$ cat config.mk
export PLATFORM = sky130hd
export DESIGN_NAME = flash_ram_overlay
export DESIGN_NICKNAME = d
export VERILOG_FILES = /design/src/rtl/overlay_pkg.sv /design/src/rtl/overlay_cfg_reg.sv /design/src/rtl/overlay_decode.sv /design/src/rtl/flash_ram_overlay.sv
export SDC_FILE = /design/constraint.sdc
export NUM_CORES = 1
export LEC_CHECK = 0
export BUFFER_PORTS_ARGS = -buffer_cell sky130_fd_sc_hd__buf_2
export CAP_MARGIN = 10
export CELL_PAD_IN_SITES_DETAIL_PLACEMENT = 1
export CELL_PAD_IN_SITES_GLOBAL_PLACEMENT = 1
export CORE_UTILIZATION = 24
export CTS_CLUSTER_DIAMETER = 120
export CTS_CLUSTER_SIZE = 24
export DETAILED_ROUTE_END_ITERATION = 8
export PLACE_DENSITY_LB_ADDON = 0.12
export SETUP_SLACK_MARGIN = 0.1
export SYNTH_ARGS = -nofsm -noshare
export SYNTH_HDL_FRONTEND = slang
export SYNTH_HIERARCHICAL = 1
export SYNTH_SLANG_ARGS = --single-unit
$ cat constraint.sdc
create_clock -name clk -period 1.85 [get_ports clk]
set_input_delay 0 -clock clk [delete_from_list [all_inputs] [get_ports clk]]
set_output_delay 0 -clock clk [all_outputs]
set_load 0.02 [all_outputs]
$ cat src/rtl/overlay_pkg.sv
package overlay_pkg;
  localparam int unsigned CFG_W = 8;

  typedef enum logic [1:0] {
    ROUTE_FLASH      = 2'd0,
    ROUTE_RAM_DIRECT = 2'd1,
    ROUTE_RAM_EMU    = 2'd2
  } route_e;
endpackage

$ cat src/rtl/overlay_cfg_reg.sv
module overlay_cfg_reg #(
  parameter int unsigned          CFG_W   = 8,
  parameter logic [CFG_W-1:0]     RW_MASK = 8'h0F
) (
  input  logic             clk,
  input  logic             rst_n,
  input  logic             wr_en,
  input  logic             standby,
  input  logic [CFG_W-1:0] wdata,
  output logic [CFG_W-1:0] cfg_q,
  output logic             wr_pend
);
  logic             take;
  logic [CFG_W-1:0] cfg_d;

  assign take = wr_en & ~standby;

  always_comb begin
    cfg_d = cfg_q;
    if (take) begin
      cfg_d = wdata & RW_MASK;
    end
  end

  always_ff @(posedge clk or negedge rst_n) begin
    if (!rst_n) begin
      cfg_q   <= '0;
      wr_pend <= 1'b0;
    end else begin
      cfg_q   <= cfg_d;
      wr_pend <= take;
    end
  end
endmodule

$ cat src/rtl/overlay_decode.sv
module overlay_decode
  import overlay_pkg::*;
#(
  parameter int unsigned       ADDR_W     = 24,
  parameter int unsigned       BLK_AW     = 12,
  parameter int unsigned       SEL_W      = 3,
  parameter logic [ADDR_W-1:0] FLASH_BASE = 24'h000000,
  parameter logic [ADDR_W-1:0] RAM_BASE   = 24'hFFDC00
) (
  input  logic [ADDR_W-1:0] addr,
  input  logic              en,
  input  logic [SEL_W-1:0]  sel,
  output logic [ADDR_W-1:0] xl_addr,
  output logic              ram_sel,
  output logic              emu_zone
);
  localparam int unsigned       NUM_BLK  = 1 << SEL_W;
  localparam int unsigned       IDX_W    = ADDR_W - BLK_AW;
  localparam logic [ADDR_W-1:0] WIN_SIZE = ADDR_W'(1) << BLK_AW;
  localparam logic [IDX_W-1:0]  BASE_IDX = FLASH_BASE[ADDR_W-1:BLK_AW];

  logic [IDX_W-1:0]   idx;
  logic [NUM_BLK-1:0] blk_hit;
  logic [ADDR_W-1:0]  ram_off;
  logic               ram_win;
  logic               emu_hit;
  route_e             route;

  assign idx = addr[ADDR_W-1:BLK_AW];

  for (genvar g = 0; g < NUM_BLK; g++) begin : g_blk
    localparam logic [IDX_W-1:0] G_IDX = BASE_IDX + IDX_W'(g);
    assign blk_hit[g] = (idx == G_IDX);
  end

  assign emu_zone = |blk_hit;
  assign emu_hit  = en & blk_hit[sel];
  assign ram_off  = addr - RAM_BASE;
  assign ram_win  = (addr >= RAM_BASE) && (ram_off < WIN_SIZE);

  always_comb begin
    if (ram_win) begin
      route = ROUTE_RAM_DIRECT;
    end else if (emu_hit) begin
      route = ROUTE_RAM_EMU;
    end else begin
      route = ROUTE_FLASH;
    end
  end

  always_comb begin
    unique case (route)
      ROUTE_RAM_EMU: xl_addr = RAM_BASE + ADDR_W'(addr[BLK_AW-1:0]);
      default:       xl_addr = addr;
    endcase
  end

  assign ram_sel = (route != ROUTE_FLASH);
endmodule

$ cat src/rtl/flash_ram_overlay.sv
module flash_ram_overlay
  import overlay_pkg::*;
#(
  parameter int unsigned       ADDR_W     = 24,
  parameter int unsigned       BLK_AW     = 12,
  parameter int unsigned       SEL_W      = 3,
  parameter logic [ADDR_W-1:0] FLASH_BASE = 24'h000000,
  parameter logic [ADDR_W-1:0] RAM_BASE   = 24'hFFDC00
) (
  input  logic              clk,
  input  logic              rst_n,
  input  logic              standby_i,
  input  logic              cfg_we,
  input  logic [CFG_W-1:0]  cfg_wdata,
  output logic [CFG_W-1:0]  cfg_rdata,
  input  logic [ADDR_W-1:0] cpu_addr,
  input  logic              cpu_rd,
  input  logic              cpu_wr,
  output logic [ADDR_W-1:0] xl_addr,
  output logic              ram_sel,
  output logic              flash_pe_lock,
  output logic              settle_flag
);
  localparam int unsigned      EN_BIT  = SEL_W;
  localparam logic [CFG_W-1:0] RW_MASK = CFG_W'((1 << (SEL_W + 1)) - 1);

  logic rst_meta_q;
  logic core_rst_n;
  logic wr_pend;
  logic emu_zone;

  always_ff @(posedge clk or negedge rst_n) begin
    if (!rst_n) begin
      rst_meta_q <= 1'b0;
      core_rst_n <= 1'b0;
    end else begin
      rst_meta_q <= 1'b1;
      core_rst_n <= rst_meta_q;
    end
  end

  overlay_cfg_reg #(
    .CFG_W   (CFG_W),
    .RW_MASK (RW_MASK)
  ) u_cfg (
    .clk     (clk),
    .rst_n   (core_rst_n),
    .wr_en   (cfg_we),
    .standby (standby_i),
    .wdata   (cfg_wdata),
    .cfg_q   (cfg_rdata),
    .wr_pend (wr_pend)
  );

  overlay_decode #(
    .ADDR_W     (ADDR_W),
    .BLK_AW     (BLK_AW),
    .SEL_W      (SEL_W),
    .FLASH_BASE (FLASH_BASE),
    .RAM_BASE   (RAM_BASE)
  ) u_dec (
    .addr     (cpu_addr),
    .en       (cfg_rdata[EN_BIT]),
    .sel      (cfg_rdata[SEL_W-1:0]),
    .xl_addr  (xl_addr),
    .ram_sel  (ram_sel),
    .emu_zone (emu_zone)
  );

  assign flash_pe_lock = cfg_rdata[EN_BIT];
  assign settle_flag   = wr_pend & (cpu_rd | cpu_wr) & emu_zone;
endmodule

**After elaboration in Yosys (flattened, before gate mapping)**

Cells that the tools add are included.

- Register bits: 7
- Logic and storage cells: 32

- $add $sub $neg: 2
- Order comparisons: 3
- Eq/ne operators: 8
- Mux-type cells: 5
- Bitwise logic cells: 6
- Reductions and logical operators: 4

Operator list:

| operator | number |
|---|---|
| 12-bit by 3-bit == test with 1-bit output (second input constant) | 4 |
| 12-bit by 2-bit == test with 1-bit output (second input constant) | 2 |
| 24-bit >= comparator (second input constant) | 1 |
| 24-bit by 13-bit < comparator with 1-bit output (second input constant) | 1 |
| 24-bit 2-to-1 mux | 1 |
| 24-bit subtractor (second input constant) | 1 |
| 15-bit by 13-bit adder with 16-bit output (first input constant) | 1 |
| 12-bit by 1-bit == test with 1-bit output (second input constant) | 1 |
| 12-bit logical NOT | 1 |
| 8-bit OR reduction | 1 |
| 1-bit bitwise AND | 4 |
| 3-bit by 4-bit < comparator with 1-bit output (second input constant) | 1 |
| 2-bit 2-to-1 mux | 2 |
| 1-bit binary-select mux with 3-bit select | 1 |
| 2-bit == test (second input constant) | 1 |
| 2-bit nonzero test | 1 |
| 1-bit logical AND | 1 |
| 1-bit 2-to-1 mux | 1 |
| 1-bit inverter | 1 |
| 1-bit bitwise OR | 1 |

**Longest topological paths before layout**

- Depth after elaboration: 8
- Mapped depth: 5

**By module**

Netlist, hierarchy kept.

Modules (own cells, without submodules):

| module | times used | cells each | area an instance (um2) |
|---|---|---|---|
| overlay_decode | 1 | 50 | 365.4 |
| overlay_cfg_reg | 1 | 16 | 244.0 |
| flash_ram_overlay | 1 | 5 | 71.3 |

**Least setup slack after synthesis**

No wires, ideal clock.

- Path type: reg-to-output
- Start point: register u_cfg.cfg_q[1]
- End point: output xl_addr[11]
- Data arrival time: 1.474 ns
- Slack: 0.376 ns
- Stages on the path, launching flop included: 6
- Path buffers: 1
- Cells stage by stage: dfrtp_1 > xnor2_1 > nand4_1 > nor2_4 > buf_6 > mux2i_1

- Longest elaborated chain between the ends: 7

RTL lines:

| what | line | text |
|---|---|---|
| from (decl) | overlay_cfg_reg.sv:10 | `output logic [CFG_W-1:0] cfg_q,` |
| from (signal assigned) | overlay_cfg_reg.sv:30 | `cfg_q <= cfg_d;` |
| 1-bit binary-select mux with 3-bit select | overlay_decode.sv:37 | `assign emu_hit = en & blk_hit[sel];` |
| 1-bit 2-to-1 mux (not written as such) | overlay_decode.sv:37 |  |
| 1-bit bitwise AND | overlay_decode.sv:37 |  |
| 2-bit 2-to-1 mux | overlay_decode.sv:44 | `end else if (emu_hit) begin` |
| 2-bit 2-to-1 mux | overlay_decode.sv:42 | `if (ram_win) begin` |
| 2-bit == test | overlay_decode.sv:52 | `unique case (route)` |
| 24-bit 2-to-1 mux | overlay_decode.sv:52 |  |
| to (decl) | flash_ram_overlay.sv:19 | `output logic [ADDR_W-1:0] xl_addr,` |

Every way passes these cells. The select of a mux whose other input is x is not followed.

**Worst setup path after layout**

- Start point: register u_cfg.cfg_q[2]
- End point: output xl_addr[12]

The elaborated chain is that of the path after synthesis.

==> reports/qor.csv <==
metric,value,unit
status,"finished, final reports clean",
Worst Skew,0.00523,ns
R2R Path Start,u_cfg/cfg_q[2],
Ys Warns,6,
Avg WL per Cell,10.4,µm
crit-path max FO,5,
CP cell instances,xnor2_1 -> nand4_1 -> nor2_4 -> mux2_1 -> buf_2,
layout cells sized above 1,0.536,
Root Driver,clkbuf_4,
initial core utilization,0.265,
"IR drop worst, VDD",0.344,mV
vias per std cell,4.17,
reg2reg setup slack,1.06,ns
crit start category,register,
top cell type by total area after synthesis,dfrtp_1,
final instance area,908,µm²
clock sink total,7,
core box area,0.00257,mm²
"commonest non-fill, non-tap cell in the layout",buf_2,
grt ovf,0,
FP Rows,18,
top post-synthesis cells by area,"dfrtp_1 (26%), buf_4 (17%), mux2_4 (8.8%)",
CTS Buf Count,3,
fillcell total,326,
Die Ht,55.3,µm
Post-Syn Area,681,µm²
critical path's slowest cell,dfrtp_1,
Worst Hold Depth,0,
GPL Wtd Cong,0.691,
cell family with most CP delay,flip-flops,
Clock transition at path regs,0.05,ns
share of the synthesized area in the top cell type,0.257,
maxcap violations,0,
Hold EP,xl_addr[2],
Total Die Area,0.00305,mm²
drt first pass iters,2,
Die Wd,55.3,µm
Buf/Inv on CP,1,
number of distinct library cells after synthesis,24,
I/O Pins,73,
first-pass GRT wire length,2680,µm
DRC,0,
setup violators final,0,
vias in the first global route,605,
WP data required,1.85,ns
Pins Over Slew Limit,0,
placed instance area,822,µm²
CTS tree,built,
drt first-iter violations,9,
# diodes,0,
GRT Total Usage,0.108,
hold wc startpoint,cpu_addr[2],
post-synthesis register bit count,7,
crit-path max cell delay,0.41,ns
largest net degree at the start of global routing,12,
Via Count,592,
clock buffer depth,2,
Final Hold Vio Count,0,
Mean Syn Cell Area,9.59,µm²
multi-input logic area,367,µm²
antenna violations before repair,0,
worst r2r path cells,1,
crit end category,output pin,
RSZ-0062 raised after global routing,false,
post-route core utilization,0.354,
WP data arrival,1.62,ns
DRT Wirelength,1480,µm
area grow syn2layout,33.5,%
leakage,0.493,nW
"Seq/Total Area, Yosys",0.257,
post-synthesis cell count,71,
Detailed Place HPWL,1280,µm
Critical Setup Path Class,reg2out,
Fmax,619,MHz
reg2reg end,u_cfg/cfg_q[2],
nets,153,
Port Buffers,44,
Tmin final,1.62,ns
register area,175,µm²
setup TNS,0,ns
H-tree depth,1,
crit share post-route,0.874,
highest-count cells in the layout ignoring fill and taps,"buf_2 (44), dfrtp_1 (7), dlygate4sd3_1 (6), or2_1 (6), conb_1 (5)",
Final ANT Viol Nets,0,
Worst-Skew Late Latency,0.24,ns
Hold Crit Class,in2out,
Cell Pwr Density,559,mW/mm²
## cells in the mapped netlist (all sizes together)
library cell,number
a21boi,1
a21o,1
a21oi,1
buf,17
conb,2
dfrtp,7
ha,2
inv,4
mux2,5
mux2i,3
nand2,1
nand3,1
nand4,4
nor2,3
nor2b,1
nor3,2
nor4,1
o211a,1
or2,10
xnor2,4
## stage by stage
stage	hold WS [ns]	setup WS (ns)	cells	power, mW
2_1_floorplan	-0.296	0.376	74	0.341
3_3_place_gp	-0.213	0.482	132	0.368
3_5_place_dp	-0.213	0.475	132	0.371
4_1_cts	0.000137	0.199	142	0.519
5_1_grt	0.0000268	0.103	142	0.553
6_report	0.00000884	0.233	142	0.508
## registers in the layout, summed over array words and instances, names as in the netlist
name and flops:
u_cfg/cfg_q 4, u_cfg/wr_pend 1, rst_meta_q 1, core_rst_n 1
## worst max path at each step
stage / start / endpoint / depth (start not counted)
after global placement: u_cfg/cfg_q[2] / xl_addr[12] / 5
after CTS: u_cfg/cfg_q[1] / xl_addr[12] / 5
after global routing: u_cfg/cfg_q[2] / xl_addr[12] / 5
final: u_cfg/cfg_q[2] / xl_addr[12] / 5
after floorplan: u_cfg/cfg_q[1] / xl_addr[11] / 5
after detailed placement: u_cfg/cfg_q[1] / xl_addr[12] / 5
## metal layers
| layer | track usage | vias up | share of wire |
|---|---|---|---|
| li1 | - | 293 | - |
| met1 | 0.126 | 260 | 0.40 |
| met2 | 0.179 | 35 | 0.49 |
| met3 | 0.0304 | 4 | 0.10 |
| met4 | 0.0536 | 0 | 0.0054 |
| met5 | 0 | - | 0 |
## area by class of cell
type / count / share of cell area
clock buffers: 4 / 0.0289
well taps: 30 / 0.0413
repair buffers: 51 / 0.317
flip-flops and latches: 7 / 0.193
multi-input cells: 46 / 0.404
inverters: 4 / 0.0165
## cell families after synthesis
group	count (synthesis)	share of synthesized area
xor gates and xnor gates	4	0.0515
AOI/OAI and AO/OA	4	0.0441
muxes	8	0.149
DFF	7	0.257
buffers and inverters	21	0.221
other	2	0.0110
and+or+nand+nor	23	0.230
adders and majority gates	2	0.0368
## power by group
part           total (mW)  leakage, nW  switching [mW]  internal, mW
logic               0.190        0.395           0.100        0.0901
registers           0.185       0.0831          0.0153         0.170
clock network       0.133       0.0150          0.0508        0.0819
## what timing repair did
action | CTS | global route
buffers inserted | 0 | 0
resized for setup | 0 | 0
endpoints found under the hold margin | 7 | 0
endpoints found under the setup margin | 0 | 0
hold buffers | 6 | 0
Power figures use the tool's default switching activity.
